--- src/rtl/pmc_pkg.sv ---
package pmc_pkg;
  typedef enum logic [1:0] {
    PM_RUN   = 2'd0,
    PM_IDLE  = 2'd1,
    PM_PDOWN = 2'd2
  } pm_state_t;

  localparam int PM_IDL_BIT = 0;
  localparam int PM_PD_BIT  = 1;
  localparam logic [7:0] PM_CTL_MASK = 8'hCF;
endpackage

--- src/rtl/pmc_rst_qual.sv ---
module pmc_rst_qual #(
  parameter int QUAL_CYC = 24
) (
  input  logic clk,
  input  logic por,
  input  logic pin,
  output logic rst_o
);
  localparam int CW = $clog2(QUAL_CYC + 1);
  localparam logic [CW-1:0] CNT_TOP = CW'(QUAL_CYC - 1);

  logic          sync1, sync2;
  logic [CW-1:0] hi_cnt;

  always_ff @(posedge clk) begin
    if (por) begin
      sync1  <= 1'b0;
      sync2  <= 1'b0;
      hi_cnt <= '0;
      rst_o  <= 1'b0;
    end else begin
      sync1 <= pin;
      sync2 <= sync1;
      if (!sync2)
        hi_cnt <= '0;
      else if (hi_cnt != CNT_TOP)
        hi_cnt <= hi_cnt + 1'b1;
      rst_o <= sync2 && (hi_cnt == CNT_TOP);
    end
  end

  // a low synchronised pin always releases reset on the next edge
  p_release_r1: assert property (@(posedge clk) disable iff (por)
    !sync2 |=> !rst_o);
endmodule

--- src/rtl/pmc_mc_tick.sv ---
module pmc_mc_tick #(
  parameter int MC_LEN = 12
) (
  input  logic clk,
  input  logic por,
  output logic bnd
);
  localparam int PW = $clog2(MC_LEN);
  localparam logic [PW-1:0] PH_LAST = PW'(MC_LEN - 1);

  logic [PW-1:0] phase;

  always_ff @(posedge clk) begin
    if (por)
      phase <= '0;
    else if (phase == PH_LAST)
      phase <= '0;
    else
      phase <= phase + 1'b1;
  end

  assign bnd = (phase == PH_LAST);

  // boundaries are never adjacent
  p_tick_spacing_r4: assert property (@(posedge clk) disable iff (por)
    bnd |=> !bnd);
endmodule

--- src/rtl/pmc_mode_fsm.sv ---
module pmc_mode_fsm
  import pmc_pkg::*;
#(
  parameter int NIRQ = 4
) (
  input  logic            clk,
  input  logic            por,
  input  logic            sys_rst,
  input  logic            bnd,
  input  logic            we,
  input  logic [7:0]      wdata,
  input  logic [NIRQ-1:0] irq,
  output pm_state_t       st,
  output logic [7:0]      ctl,
  output logic            wake
);
  always_ff @(posedge clk) begin
    if (por || sys_rst) begin
      st   <= PM_RUN;
      ctl  <= 8'h00;
      wake <= 1'b0;
    end else begin
      wake <= 1'b0;
      unique case (st)
        PM_RUN: begin
          if (bnd) begin
            if (ctl[PM_PD_BIT])
              st <= PM_PDOWN;
            else if (ctl[PM_IDL_BIT])
              st <= PM_IDLE;
          end
          if (we)
            ctl <= wdata & PM_CTL_MASK;
        end
        PM_IDLE: begin
          if (|irq) begin
            st              <= PM_RUN;
            ctl[PM_IDL_BIT] <= 1'b0;
            wake            <= 1'b1;
          end
        end
        default: st <= st;
      endcase
    end
  end

  // every reset leaves a cleared byte and the running state
  p_rst_clears_r2: assert property (@(posedge clk) disable iff (por)
    $past(sys_rst) |-> (ctl == 8'h00) && (st == PM_RUN));
  // light sleep persists without a request
  p_idle_wait_r3: assert property (@(posedge clk) disable iff (por || sys_rst)
    (st == PM_IDLE) && (irq == '0) |=> (st == PM_IDLE));
  // leaving the running state happens only on a boundary
  p_entry_bnd_r4: assert property (@(posedge clk) disable iff (por || sys_rst)
    (st != PM_RUN) && $past(st == PM_RUN) |-> $past(bnd));
  // deep sleep ignores interrupts
  p_pd_sticky_r5: assert property (@(posedge clk) disable iff (por || sys_rst)
    (st == PM_PDOWN) |=> (st == PM_PDOWN));
  // an interrupt exit clears the request bit and pulses wake
  p_idle_exit_r6: assert property (@(posedge clk) disable iff (por || sys_rst)
    (st == PM_RUN) && $past(st == PM_IDLE && !sys_rst) |-> !ctl[PM_IDL_BIT] && wake);
  // the deep-sleep request wins at a boundary
  p_pd_wins_r7: assert property (@(posedge clk) disable iff (por || sys_rst)
    $past(st == PM_RUN && bnd && ctl[PM_PD_BIT] && !sys_rst) |-> (st == PM_PDOWN));
endmodule

--- src/rtl/pwr_mode_ctl.sv ---
module pwr_mode_ctl
  import pmc_pkg::*;
#(
  parameter int NIRQ     = 4,
  parameter int QUAL_CYC = 24,
  parameter int MC_LEN   = 12
) (
  input  logic            clk,
  input  logic            por,
  input  logic            rst_pin,
  input  logic            ctl_we,
  input  logic [7:0]      ctl_wdata,
  input  logic [NIRQ-1:0] irq_req,
  input  logic            ext_code,
  output logic            sys_rst,
  output logic            cpu_clk_en,
  output logic            per_clk_en,
  output logic            osc_run,
  output logic [7:0]      ctl_q,
  output logic            strobe_hold,
  output logic            strobe_level,
  output logic            p0_float,
  output logic            p2_force_data,
  output logic            idle_wake
);
  logic      mc_bnd;
  pm_state_t st;

  pmc_rst_qual #(.QUAL_CYC(QUAL_CYC)) u_qual (
    .clk   (clk),
    .por   (por),
    .pin   (rst_pin),
    .rst_o (sys_rst)
  );

  pmc_mc_tick #(.MC_LEN(MC_LEN)) u_tick (
    .clk (clk),
    .por (por),
    .bnd (mc_bnd)
  );

  pmc_mode_fsm #(.NIRQ(NIRQ)) u_fsm (
    .clk     (clk),
    .por     (por),
    .sys_rst (sys_rst),
    .bnd     (mc_bnd),
    .we      (ctl_we),
    .wdata   (ctl_wdata),
    .irq     (irq_req),
    .st      (st),
    .ctl     (ctl_q),
    .wake    (idle_wake)
  );

  assign cpu_clk_en    = (st == PM_RUN);
  assign per_clk_en    = (st != PM_PDOWN);
  assign osc_run       = (st != PM_PDOWN);
  assign strobe_hold   = (st != PM_RUN);
  assign strobe_level  = (st == PM_IDLE);
  assign p0_float      = (st != PM_RUN) && ext_code;
  assign p2_force_data = (st == PM_PDOWN);

  // while strobes are overridden, their level tracks the peripheral enable
  p_strobe_r8: assert property (@(posedge clk) disable iff (por)
    strobe_hold |-> (strobe_level == per_clk_en));
endmodule

--- config.mk ---
export PLATFORM = sky130hd
export DESIGN_NAME = pwr_mode_ctl
export DESIGN_NICKNAME = d
export VERILOG_FILES = /design/src/rtl/pmc_pkg.sv /design/src/rtl/pmc_rst_qual.sv /design/src/rtl/pmc_mc_tick.sv /design/src/rtl/pmc_mode_fsm.sv /design/src/rtl/pwr_mode_ctl.sv
export SDC_FILE = /design/constraint.sdc
export NUM_CORES = 1
export LEC_CHECK = 0
export BUFFER_PORTS_ARGS = -buffer_cell sky130_fd_sc_hd__buf_4
export CELL_PAD_IN_SITES_DETAIL_PLACEMENT = 1
export CELL_PAD_IN_SITES_GLOBAL_PLACEMENT = 1
export CORE_AREA = 2 2 57 59
export CTS_CLUSTER_DIAMETER = 30
export DETAILED_ROUTE_END_ITERATION = 12
export DIE_AREA = 0 0 59 61
export PLACE_DENSITY_LB_ADDON = 0.1
export SYNTH_ARGS = -nofsm -noshare
export SYNTH_HDL_FRONTEND = slang
export SYNTH_SLANG_ARGS = --single-unit
--- constraint.sdc ---
create_clock -name clk -period 1.2 [get_ports clk]
set_input_delay 0.06 -clock clk [delete_from_list [all_inputs] [get_ports clk]]
set_output_delay 0.06 -clock clk [all_outputs]
set_load 0.005 [all_outputs]
==> impl_metrics.tcl <==
set metrics [dict create \
    timing.rr.end "u_fsm.st[0]" \
    synth_cell_type_count 30 \
    wirelength_um 2110 \
    initial_core_util 0.297 \
    final_nets 158 \
    cp-end-kind "flip-flop" \
    clock-sinks 21 \
    place_area_um2 1180 \
    arrival_ns 1.48 \
    clockBufferDepth 2 \
    finalCritPeriodShare 1.05 \
    grt_pass1_wl_um 3500 \
    fill_cells 347 \
    rows 20 \
    yosys_register_bits 21 \
    maxCapViolCount 0 \
    drcViolationCount 0 \
    sw_frac_of_total 0.237 \
    cts-root-buf "clkbuf_4" \
    routed_via_density 4.63 \
    wl_per_cell_um 12.4 \
    violations "negative setup slack" \
    fin_skew_ns 0.0115 \
    cts_tree "built" \
    seq_area_frac_synth 0.479 \
    hp-start "irq_req[2]" \
    p_seq_frac 0.584 \
    drive_gt1_frac 0.435 \
    gp_congestion 0.622 \
    critPathLaunchType "flip-flop" \
    ff2ff_path_depth 4 \
    fin_util 0.462 \
    yosysMostFrequentCell "dfxtp_1" \
    syn_to_final_growth_pct 55.5 \
    status "finished with violations" \
    final_area_um2 1360 \
    ios 34 \
    clkSlewWorstSetupHoldPaths_ns 0.13 \
    diodes 0 \
    syn_area_per_cell_um2 9.75 \
    cellLeakagePower_uw 0.000621 \
    htree_levels 1 \
    drtPass1Iterations 2 \
    p_int_uw 966 \
    final_hold_viol_count 0 \
    grt_pass1_vias 839 \
    max_freq_ghz 0.794 \
    switchingPower_uw 301 \
    ys.flop_type "dfxtp_1" \
    synthCells 90 \
    dp_hpwl_um 1490 \
    detail-route-antenna-nets 0 \
    cellPowerDensity_nw_per_um2 929 \
    antenna_found_initial 0 \
    ys_async_sr_fraction 0 \
    path_class "reg2reg" \
    layoutNonFillerInstCount 171 \
    finalCriticalPeriod_ns 1.26 \
    dpl.cell_count 156 \
    holdPathStages 4 \
    drt_iter0_drc 4 \
    synth_top_area_frac 0.479 \
    hold_end "u_fsm.wake" \
    report.power.total_uw 1270 \
    grt-ovfl-total 0 \
    cp.required_ns 1.42 \
    hold_class "in2reg" \
    synth_area_leaders "dfxtp_1, mux2i_1, nor2_1, ha_1, nor2b_1" \
    fin_ws_ns -0.0590 \
    cts_buffers 3 \
    finalMaxSlewViolations 0 \
    dieArea_um2 3600 \
    die_x_um 59 \
    comb_power_share 0.136 \
    vias 792 \
    clk_latency_ns 0.31 \
    rsz0062_at_grt "yes" \
    p_clk_frac 0.279 \
    core_region_area_um2 2950 \
    finalSetupViolations 1 \
    portBuffers 29 \
    grt_use_total 0.130 \
    regToRegSetupSlack_ns -0.06 \
    syn-cell-area_um2 877 \
    synthTopCellsByCount "dfxtp_1, nor2_1, mux2i_1, inv_1, nor2b_1" \
    fin_tns_setup_ns -0.0590 \
    synth_edf_count 0 \
    synth.largest_area_cell "dfxtp_1" \
    r2r-start "u_tick.phase[1]" \
    die_y_um 61 \
    yosys_warnings 0 \
    cp_max_fo 3 \
    grt_max_degree 12 \
    vdd_drop_max_mv 0.470 \
]
## per-layer routing
| layer | share of wire | track usage | vias up | wire (um) |
|---|---|---|---|---|
| met4 | 0.011 | 0.0584 | 0 | 23 |
| met5 | 0 | 0 | - | 0 |
| li1 | - | - | 394 | - |
| met3 | 0.053 | 0.0256 | 4 | 113 |
| met1 | 0.43 | 0.146 | 371 | 907 |
| met2 | 0.51 | 0.237 | 23 | 1070 |
## kinds of logic (layout without fill, tap and decap cells)
group | after synthesis | after routing | synth area share
other | 1 | 2 | 0.00428
adders and majority gates | 2 | 2 | 0.0285
and+or+nand+nor | 38 | 38 | 0.244
buffers and inverters | 8 | 55 | 0.0471
xor gates and xnor gates | 3 | 3 | 0.0300
AOI/OAI and AO/OA | 10 | 10 | 0.0870
muxes | 7 | 7 | 0.0799
DFF | 21 | 21 | 0.479
## worst max-delay path by stage
stage                     from     endpoint  slack, ns  cells past startpoint
3_3_place_gp   u_tick.phase[1]  u_fsm.st[0]      -0.02                      4
3_5_place_dp   u_tick.phase[1]  u_fsm.st[0]      -0.05                      4
5_1_grt        u_tick.phase[1]  u_fsm.st[0]      -0.13                      4
4_1_cts        u_tick.phase[1]  u_fsm.st[0]      -0.08                      4
6_report       u_tick.phase[1]  u_fsm.st[0]      -0.06                      4
2_1_floorplan  u_tick.phase[0]  u_fsm.st[0]      -0.02                      4
## cell usage in the layout (no fill, tap or decap), drive strengths merged
master        n
a211o         1
a21boi        1
a21oi         2
a221oi        1
a31oi         2
a32o          1
and3b         2
buf          39
clkbuf        4
conb          2
dfxtp        21
dlygate4sd3   8
ha            2
inv           4
mux2i         7
nand2         3
nand2b        2
nand3         3
nand4b        1
nor2         14
nor2b         4
nor3          1
nor3b         3
o21ai         1
o21bai        1
or2           3
or3b          1
or4           1
xnor2         1
xor2          2
## state kept, by name, indices dropped and copies added, names as in the netlist
name	flops
u_tick.phase	4
u_fsm.wake	1
u_qual.sync1	1
u_qual.rst_o	1
u_qual.hi_cnt	5
u_fsm.ctl	6
u_fsm.st	2
u_qual.sync2	1
## metrics by stage
step                setup WS, ns  hold slack, ns
floorplan                -0.0194           0.129
global placement         -0.0177           0.278
detailed placement       -0.0501           0.286
CTS                      -0.0756          0.0845
global route              -0.128           0.120
finish                   -0.0590          0.0928
## critical path: stages (launching register included)
cell	delay [ns]
dfxtp_2	0.35
ha_4	0.16
and3b_2	0.22
a32o_1	0.25
a221oi_2	0.20
## power by group through the flow
| stage | Sequential (uW) | Combinational, uW | Clock, uW |
|---|---|---|---|
| after floorplan | 752 | 61.7 | 0 |
| after detailed placement | 751 | 148 | 0 |
| after global placement | 750 | 144 | 0 |
| final | 740 | 172 | 354 |
| after CTS | 736 | 169 | 370 |
| after global routing | 744 | 193 | 398 |
## area by class of cell
class	instances	area, um2	share of cell area
clock buffer	4	26.3	0.0193
multi-input combinational	62	465	0.341
inverter	4	15.0	0.0110
sequential	21	427	0.313
timing repair buffer	47	389	0.285
tap	33	41.3	0.0303
## repair_timing
item	CTS	global route
hold buffers	8	0
pin swaps	0	2
endpoints found under the setup margin	4	14
gates resized for setup	2	10
cloned	0	0
buffers inserted	0	3
endpoints found under the hold margin	12	0
(Power assumes the default switching activity.)
